==> src/rtl/chg_irq_pkg.sv <==
package chg_irq_pkg;
    typedef enum logic {
        P_QUIET = 1'b0,
        P_ALERT = 1'b1
    } port_state_e;

    typedef enum logic {
        G_PRIME = 1'b0,
        G_ARMED = 1'b1
    } glob_state_e;
endpackage

==> src/rtl/chg_irq_sync.sv <==
module chg_irq_sync #(
    parameter int WIDTH  = 16,
    parameter int STAGES = 2
) (
    input  logic             clk,
    input  logic             rst_n,
    input  logic [WIDTH-1:0] d_in,
    output logic [WIDTH-1:0] q_out
);
    logic [WIDTH-1:0] chain [STAGES];

    generate
        for (genvar s = 0; s < STAGES; s++) begin : g_stage
            if (s == 0) begin : g_first
                always_ff @(posedge clk or negedge rst_n) begin
                    if (!rst_n) chain[0] <= '0;
                    else        chain[0] <= d_in;
                end
            end else begin : g_next
                always_ff @(posedge clk or negedge rst_n) begin
                    if (!rst_n) chain[s] <= '0;
                    else        chain[s] <= chain[s-1];
                end
            end
        end
    endgenerate

    assign q_out = chain[STAGES-1];
endmodule

==> src/rtl/chg_irq_port.sv <==
module chg_irq_port
    import chg_irq_pkg::*;
#(
    parameter int PORT_W = 8
) (
    input  logic              clk,
    input  logic              rst_n,
    input  logic              armed,
    input  logic [PORT_W-1:0] pin_s,
    input  logic [PORT_W-1:0] cfg,
    input  logic              rd,
    output logic              alert,
    output logic              differ
);
    port_state_e      st_q, st_d;
    logic [PORT_W-1:0] snap_q;

    // masked mismatch against the last captured value
    assign differ = |((pin_s ^ snap_q) & cfg);

    // snapshot register: loads every priming cycle and on each read
    always_ff @(posedge clk or negedge rst_n) begin
        if (!rst_n)              snap_q <= '0;
        else if (!armed || rd)   snap_q <= pin_s;
    end

    // next-state logic
    always_comb begin
        st_d = st_q;
        unique case (st_q)
            P_QUIET: begin
                if (armed && !rd && differ) st_d = P_ALERT;
            end
            P_ALERT: begin
                if (!armed || rd || !differ) st_d = P_QUIET;
            end
            default: st_d = P_QUIET;
        endcase
    end

    // state register
    always_ff @(posedge clk or negedge rst_n) begin
        if (!rst_n) st_q <= P_QUIET;
        else        st_q <= st_d;
    end

    // output process
    always_comb begin
        alert = (st_q == P_ALERT);
    end

    p_raise_r2: assert property (@(posedge clk) disable iff (!rst_n)
        (armed && !rd && differ) |=> (st_q == P_ALERT));

    p_revert_r3: assert property (@(posedge clk) disable iff (!rst_n)
        (!differ) |=> (st_q == P_QUIET));

    p_read_r4: assert property (@(posedge clk) disable iff (!rst_n)
        rd |=> ((st_q == P_QUIET) && (snap_q == $past(pin_s))));
endmodule

==> src/rtl/chg_irq_top.sv <==
module chg_irq_top
    import chg_irq_pkg::*;
#(
    parameter int NUM_PORTS   = 2,
    parameter int PORT_W      = 8,
    parameter int SYNC_STAGES = 2,
    localparam int PINS       = NUM_PORTS * PORT_W
) (
    input  logic                 clk,
    input  logic                 rst_n,
    input  logic [PINS-1:0]      pin_in,
    input  logic [PINS-1:0]      cfg_dir,
    input  logic [NUM_PORTS-1:0] rd_stb,
    output logic                 irq_n
);
    localparam int CNT_W = $clog2(SYNC_STAGES + 1);

    glob_state_e           g_q, g_d;
    logic [CNT_W-1:0]      prime_cnt;
    logic [PINS-1:0]       pin_s;
    logic [NUM_PORTS-1:0]  alert_v;
    logic [NUM_PORTS-1:0]  differ_v;
    logic                  armed;

    chg_irq_sync #(.WIDTH(PINS), .STAGES(SYNC_STAGES)) sync_i (
        .clk   (clk),
        .rst_n (rst_n),
        .d_in  (pin_in),
        .q_out (pin_s)
    );

    assign armed = (g_q == G_ARMED);

    generate
        for (genvar p = 0; p < NUM_PORTS; p++) begin : g_port
            chg_irq_port #(.PORT_W(PORT_W)) port_i (
                .clk    (clk),
                .rst_n  (rst_n),
                .armed  (armed),
                .pin_s  (pin_s[p*PORT_W +: PORT_W]),
                .cfg    (cfg_dir[p*PORT_W +: PORT_W]),
                .rd     (rd_stb[p]),
                .alert  (alert_v[p]),
                .differ (differ_v[p])
            );
        end
    endgenerate

    // next-state logic of the start-up machine
    always_comb begin
        g_d = g_q;
        unique case (g_q)
            G_PRIME: if (prime_cnt == CNT_W'(SYNC_STAGES)) g_d = G_ARMED;
            G_ARMED: g_d = G_ARMED;
            default: g_d = G_PRIME;
        endcase
    end

    // state register
    always_ff @(posedge clk or negedge rst_n) begin
        if (!rst_n) begin
            g_q       <= G_PRIME;
            prime_cnt <= '0;
        end else begin
            g_q <= g_d;
            if (g_q == G_PRIME) prime_cnt <= prime_cnt + 1'b1;
        end
    end

    // output process
    always_comb begin
        irq_n = 1'b1;
        unique case (g_q)
            G_PRIME: irq_n = 1'b1;
            G_ARMED: irq_n = ~(|alert_v);
            default: irq_n = 1'b1;
        endcase
    end

    p_prime_quiet_r1: assert property (@(posedge clk) disable iff (!rst_n)
        (g_q == G_PRIME) |-> irq_n);

    p_keep_port1_r5: assert property (@(posedge clk) disable iff (!rst_n)
        (armed && rd_stb[0] && !rd_stb[1] && differ_v[1]) |=> !irq_n);

    p_keep_port0_r5: assert property (@(posedge clk) disable iff (!rst_n)
        (armed && rd_stb[1] && !rd_stb[0] && differ_v[0]) |=> !irq_n);

    p_both_pending_r7: assert property (@(posedge clk) disable iff (!rst_n)
        ($countones(alert_v) == 2) |-> !irq_n);
endmodule

==> config.mk <==
export PLATFORM = sky130hd
export DESIGN_NAME = chg_irq_top
export DESIGN_NICKNAME = d
export VERILOG_FILES = /design/src/rtl/chg_irq_pkg.sv /design/src/rtl/chg_irq_sync.sv /design/src/rtl/chg_irq_port.sv /design/src/rtl/chg_irq_top.sv
export SDC_FILE = /design/constraint.sdc
export NUM_CORES = 1
export LEC_CHECK = 0
export ABC_AREA = 1
export BUFFER_PORTS_ARGS = -buffer_cell sky130_fd_sc_hd__buf_2
export CAP_MARGIN = 20
export CORE_UTILIZATION = 35
export DETAILED_ROUTE_END_ITERATION = 10
export PLACE_DENSITY = 0.63
export SYNTH_ARGS = -nofsm -noshare
export SYNTH_HDL_FRONTEND = slang
export SYNTH_HIERARCHICAL = 1
export SYNTH_SLANG_ARGS = --single-unit
==> constraint.sdc <==
create_clock -name clk -period 1.2 [get_ports clk]
set_input_delay 0.3 -clock clk [delete_from_list [all_inputs] [get_ports clk]]
set_output_delay 0.3 -clock clk [all_outputs]
set_load 0.03 [all_outputs]
Word-level counts from Yosys, hierarchy flattened
Index checks and enable logic that the tools add are counted.
{"block": "word_totals", "n_memories": 0, "ff_bits": 53, "latchBits": 0, "input_bits": 36, "out_inout_bits": 1, "word_cells": 43, "ram_bits": 0, "romBits": 0}
{"block": "op_classes", "magnitude_cmp": 0, "n_addsub": 1, "bitwise": 8, "shift": 0, "multipliers": 0, "reduce_logical": 16, "muxes": 9, "n_div": 0, "eq_ne": 1}
{"operator": "$and 8x8->8", "n": 2}
{"operator": "$reduce_or 8->1", "n": 2}
{"operator": "$xor 8x8->8", "n": 2}
{"operator": "$pmux 1 s2", "n": 4}
{"operator": "$logic_not 1->1", "n": 5}
{"operator": "$mux 1", "n": 5}
{"operator": "$logic_and 1x1->1", "n": 4}
{"operator": "$logic_or 1x1->1", "n": 4}
{"operator": "$not 1->1", "n": 4}
{"operator": "$add 2x1->2 const B", "n": 1}
{"operator": "$eq 2x2->1 const B", "n": 1}
{"operator": "$reduce_or 2->1", "n": 1}

Longest topological paths before layout
{"block": "depth", "ltp_word": 7, "mapped_depth": 7, "ltp_nobuf": 6}

Cells and area by module
The synthesis kept the hierarchy.
{"mod": "chg_irq_port", "instances": 2, "seq_area_each_um2": 225.2, "cells_each": 76, "area_per_inst_um2": 516.7}
{"mod": "chg_irq_sync", "instances": 1, "seq_area_each_um2": 800.8, "cells_each": 48, "area_per_inst_um2": 920.9}
{"mod": "chg_irq_top", "instances": 1, "seq_area_each_um2": 75.1, "cells_each": 13, "area_per_inst_um2": 126.4}

Least setup slack after synthesis
Ideal clock, no wire load.
{"block": "synth_path", "path_type": "register -> output", "start": "register g_port[1].port_i.st_q", "end": "output port irq_n", "arrival_ns": 1.032, "required_time_ns": 0.900, "n_path_buf": 0, "path_stages_with_launch": 2, "setup_slack_ns": -0.132, "cell_sequence": "dfrtp_1 o21ai_0"}
{"block": "synth_between", "elab_chain_cells": 3}
{"element": "start: declaration", "line_no": "chg_irq_port.sv:15", "text": "port_state_e st_q, st_d;"}
{"element": "start signal: assignment", "line_no": "chg_irq_port.sv:44", "text": "else st_q <= st_d;"}
{"element": "$reduce_or 2->1", "line_no": "chg_irq_top.sv:75", "text": "G_ARMED: irq_n = ~(|alert_v);"}
{"element": "$not 1->1", "line_no": "chg_irq_top.sv:75"}
{"element": "$pmux 1 s2", "line_no": "chg_irq_top.sv:73", "text": "unique case (g_q)"}
{"element": "end: declaration", "line_no": "chg_irq_top.sv:14", "text": "output logic irq_n"}
No other way between the ends.

Worst setup path in the final report
{"block": "layout_path", "start": "register g_port[0].port_i.st_q", "end": "output port irq_n"}
{"block": "layout_between", "elab_chain_cells": 3}
{"element": "start: declaration", "line_no": "chg_irq_port.sv:15"}
{"element": "start signal: assignment", "line_no": "chg_irq_port.sv:44"}
{"element": "$reduce_or 2->1", "line_no": "chg_irq_top.sv:75"}
{"element": "$not 1->1", "line_no": "chg_irq_top.sv:75"}
{"element": "$pmux 1 s2", "line_no": "chg_irq_top.sv:73"}
No other way between the ends.

==> results.md <==
- Status: finished, violations left
- Failing checks: setup timing
- Final total power: approximately 3200 uW
- Max VDD drop: about 0.56 mV
- Worst relative slew slack: 78.8%
- Pwr per Cell Area: 1380 mW/mm2
- Sink Count: 53
- CP Max Fanout: 1
- Num CTS Buffers: 5
- CTS clk-pin slew, worst paths: 0.09 ns
- GRT Resource Usage Total: 11.1%
- Final setup margin: -0.0702 ns
- Slowest CP cell: dfrtp_1
- Fin. max-slew vios: 0
- Setup TNS: -0.0702 ns
- HPWL Detailed: approximately 2100 um
- Area occupied by multi-input gates: 474 um2
- Vias: between 1000 and 1500
- Hold crit path type: primary input to flip-flop
- Total wire length: 2960 um
- DIE HEIGHT: 79.0 um
- 1st-iter DRT viols: 42
- H-Tree Depth: 2
- CTS tree: yes
- Die ar.: 0.00624 mm2
- R2R Setup Slk: 0.11 ns
- Required @ worst endpoint: 0.90 ns
- Maxcap violations: 0
- Buffer depth of the longest clock path: 2
- CP bufs+invs: 1
- Syn_nets: 248
- Crit share post-route: 106%
- Floorplan row count: 27
- DP Area: 0.00222 mm2
- Register Area: about 0.0013 mm2
- Fin area: 0.00233 mm2
- Filler instances: 563
- Pre-antenna DRT Iters: 4
- RSZ-0062 raised after global routing: yes
- Crit-path max cell delay: 0.39 ns
- Area growth syn-to-layout: 12.6%
- Largest net degree at the start of global routing: 54
- Measured slew at the worst slew-check pin: 0.316 ns
- Critical-path cell list: o21ai_1 -> buf_4
- Commonest non-fill, non-tap cells in the layout: nand2_1, dfrtp_1, buf_2
- Lkg Pwr: 0.00124 uW
- Critical path's top delay family: flip-flops
- Minimum clock period: 1.27 ns
- CP startpoint kind: flip-flop
- Layout Nets: 276
- Initial Utilization: 37.0%
- Final Skew: 0.00516 ns
- Max Clock Freq: about 790 MHz
- Mapped Cells: 211
- WS Path Type: flip-flop to primary output
- DR vias/cell: roughly 4
- Gr ovfl total: 0
- Global-route wire length before repair: 5210 um
- Setup Slack @ Placement: 0.155 ns
- ANT nets after route: 0
- WL per Instance: approximately 9.5 um
- GP Congestion: 0.702
- Commonest non-fill, non-tap cell in the layout: nand2_1
- Antenna Cells: 0
- Mapped cell area: between 0.002 and 0.0025 mm2
- # IOs: 37
- Core Footprint: 0.00561 mm2
- Setup-failing EPs final: 1
- Worst setup EP type: primary output
- Yosys warnings: 6
- Clock latency on the worst-skew pair: 0.30 ns
- Clock Root Buffer: clkbuf_8
- Vias in the first global route: 1212
- DRC: 0
- Syn avg cell area: 9.83 um2
- Die W: 79.0 um
- Final Hold Viols: 0
- WP data arrival: 0.97 ns
- Share of layout cells above drive strength 1: ~28%
- IO Port Bufs: 36
- Initial antenna violation count: 0
[routing by layer]
metal	GRT usage [%]	part of all wire, %	up-vias
met5	0	0	-
met4	4.91	1.3	0
met3	3.45	4.1	4
met2	18.2	51	24
met1	13.4	44	580
li1	-	-	678
[timing repair]
item | in CTS | in global routing
gates resized for setup | 2 | 1
hold buffers | 1 | 0
buffers inserted | 1 | 0
setup endpoints to repair | 1 | 2
endpoints found under the hold margin | 53 | 0
[state kept, by name (all words and copies together), names as in the netlist]
register / count
sync_i/q_out: 16
g_port.port_i/alert: 2
armed: 1
sync_i/chain: 16
g_port.port_i/snap_q: 16
prime_cnt: 2
[layout make-up]
type | instances | area share [%]
Sequential cell | 53 | 56.9
Multi-Input combinational cell | 104 | 20.3
Timing Repair Buffer | 39 | 9.44
Inverter | 36 | 5.79
Tap cell | 72 | 3.86
Clock buffer | 5 | 2.95
Clock inverter | 3 | 0.751
[stage by stage]
stage          hold WS, ns  instances  utilization (%)
6_report             0.100        312             41.6
5_1_grt             0.0756        312             41.6
4_1_cts             0.0855        312             41.5
3_5_place_dp         0.317        302             39.6
3_3_place_gp         0.316        302             39.6
2_1_floorplan      0.00441        211                -
[path summary, 6_finish.rpt]
kind,startpoint,cells after the start,endpoint
worst max-delay path,g_port[0].port_i/alert,2,irq_n
worst min-delay path,pin_in[2],1,sync_i/chain[18]
worst max register to register,armed,4,g_port[1].port_i/snap_q[0]
worst min register to register,sync_i/chain[22],0,sync_i/q_out[6]
max in group asynchronous,rst_n,3,g_port[0].port_i/snap_q[7]
min in group asynchronous,rst_n,3,g_port[0].port_i/snap_q[2]
[report_power, final]
group	switching (uW)	internal, uW	total [uW]
sequential	58.1	1890	1950
clock	555	403	958
combinational	172	130	302
total	785	2430	3210
Note: power is estimated with default switching activity, not from simulation.
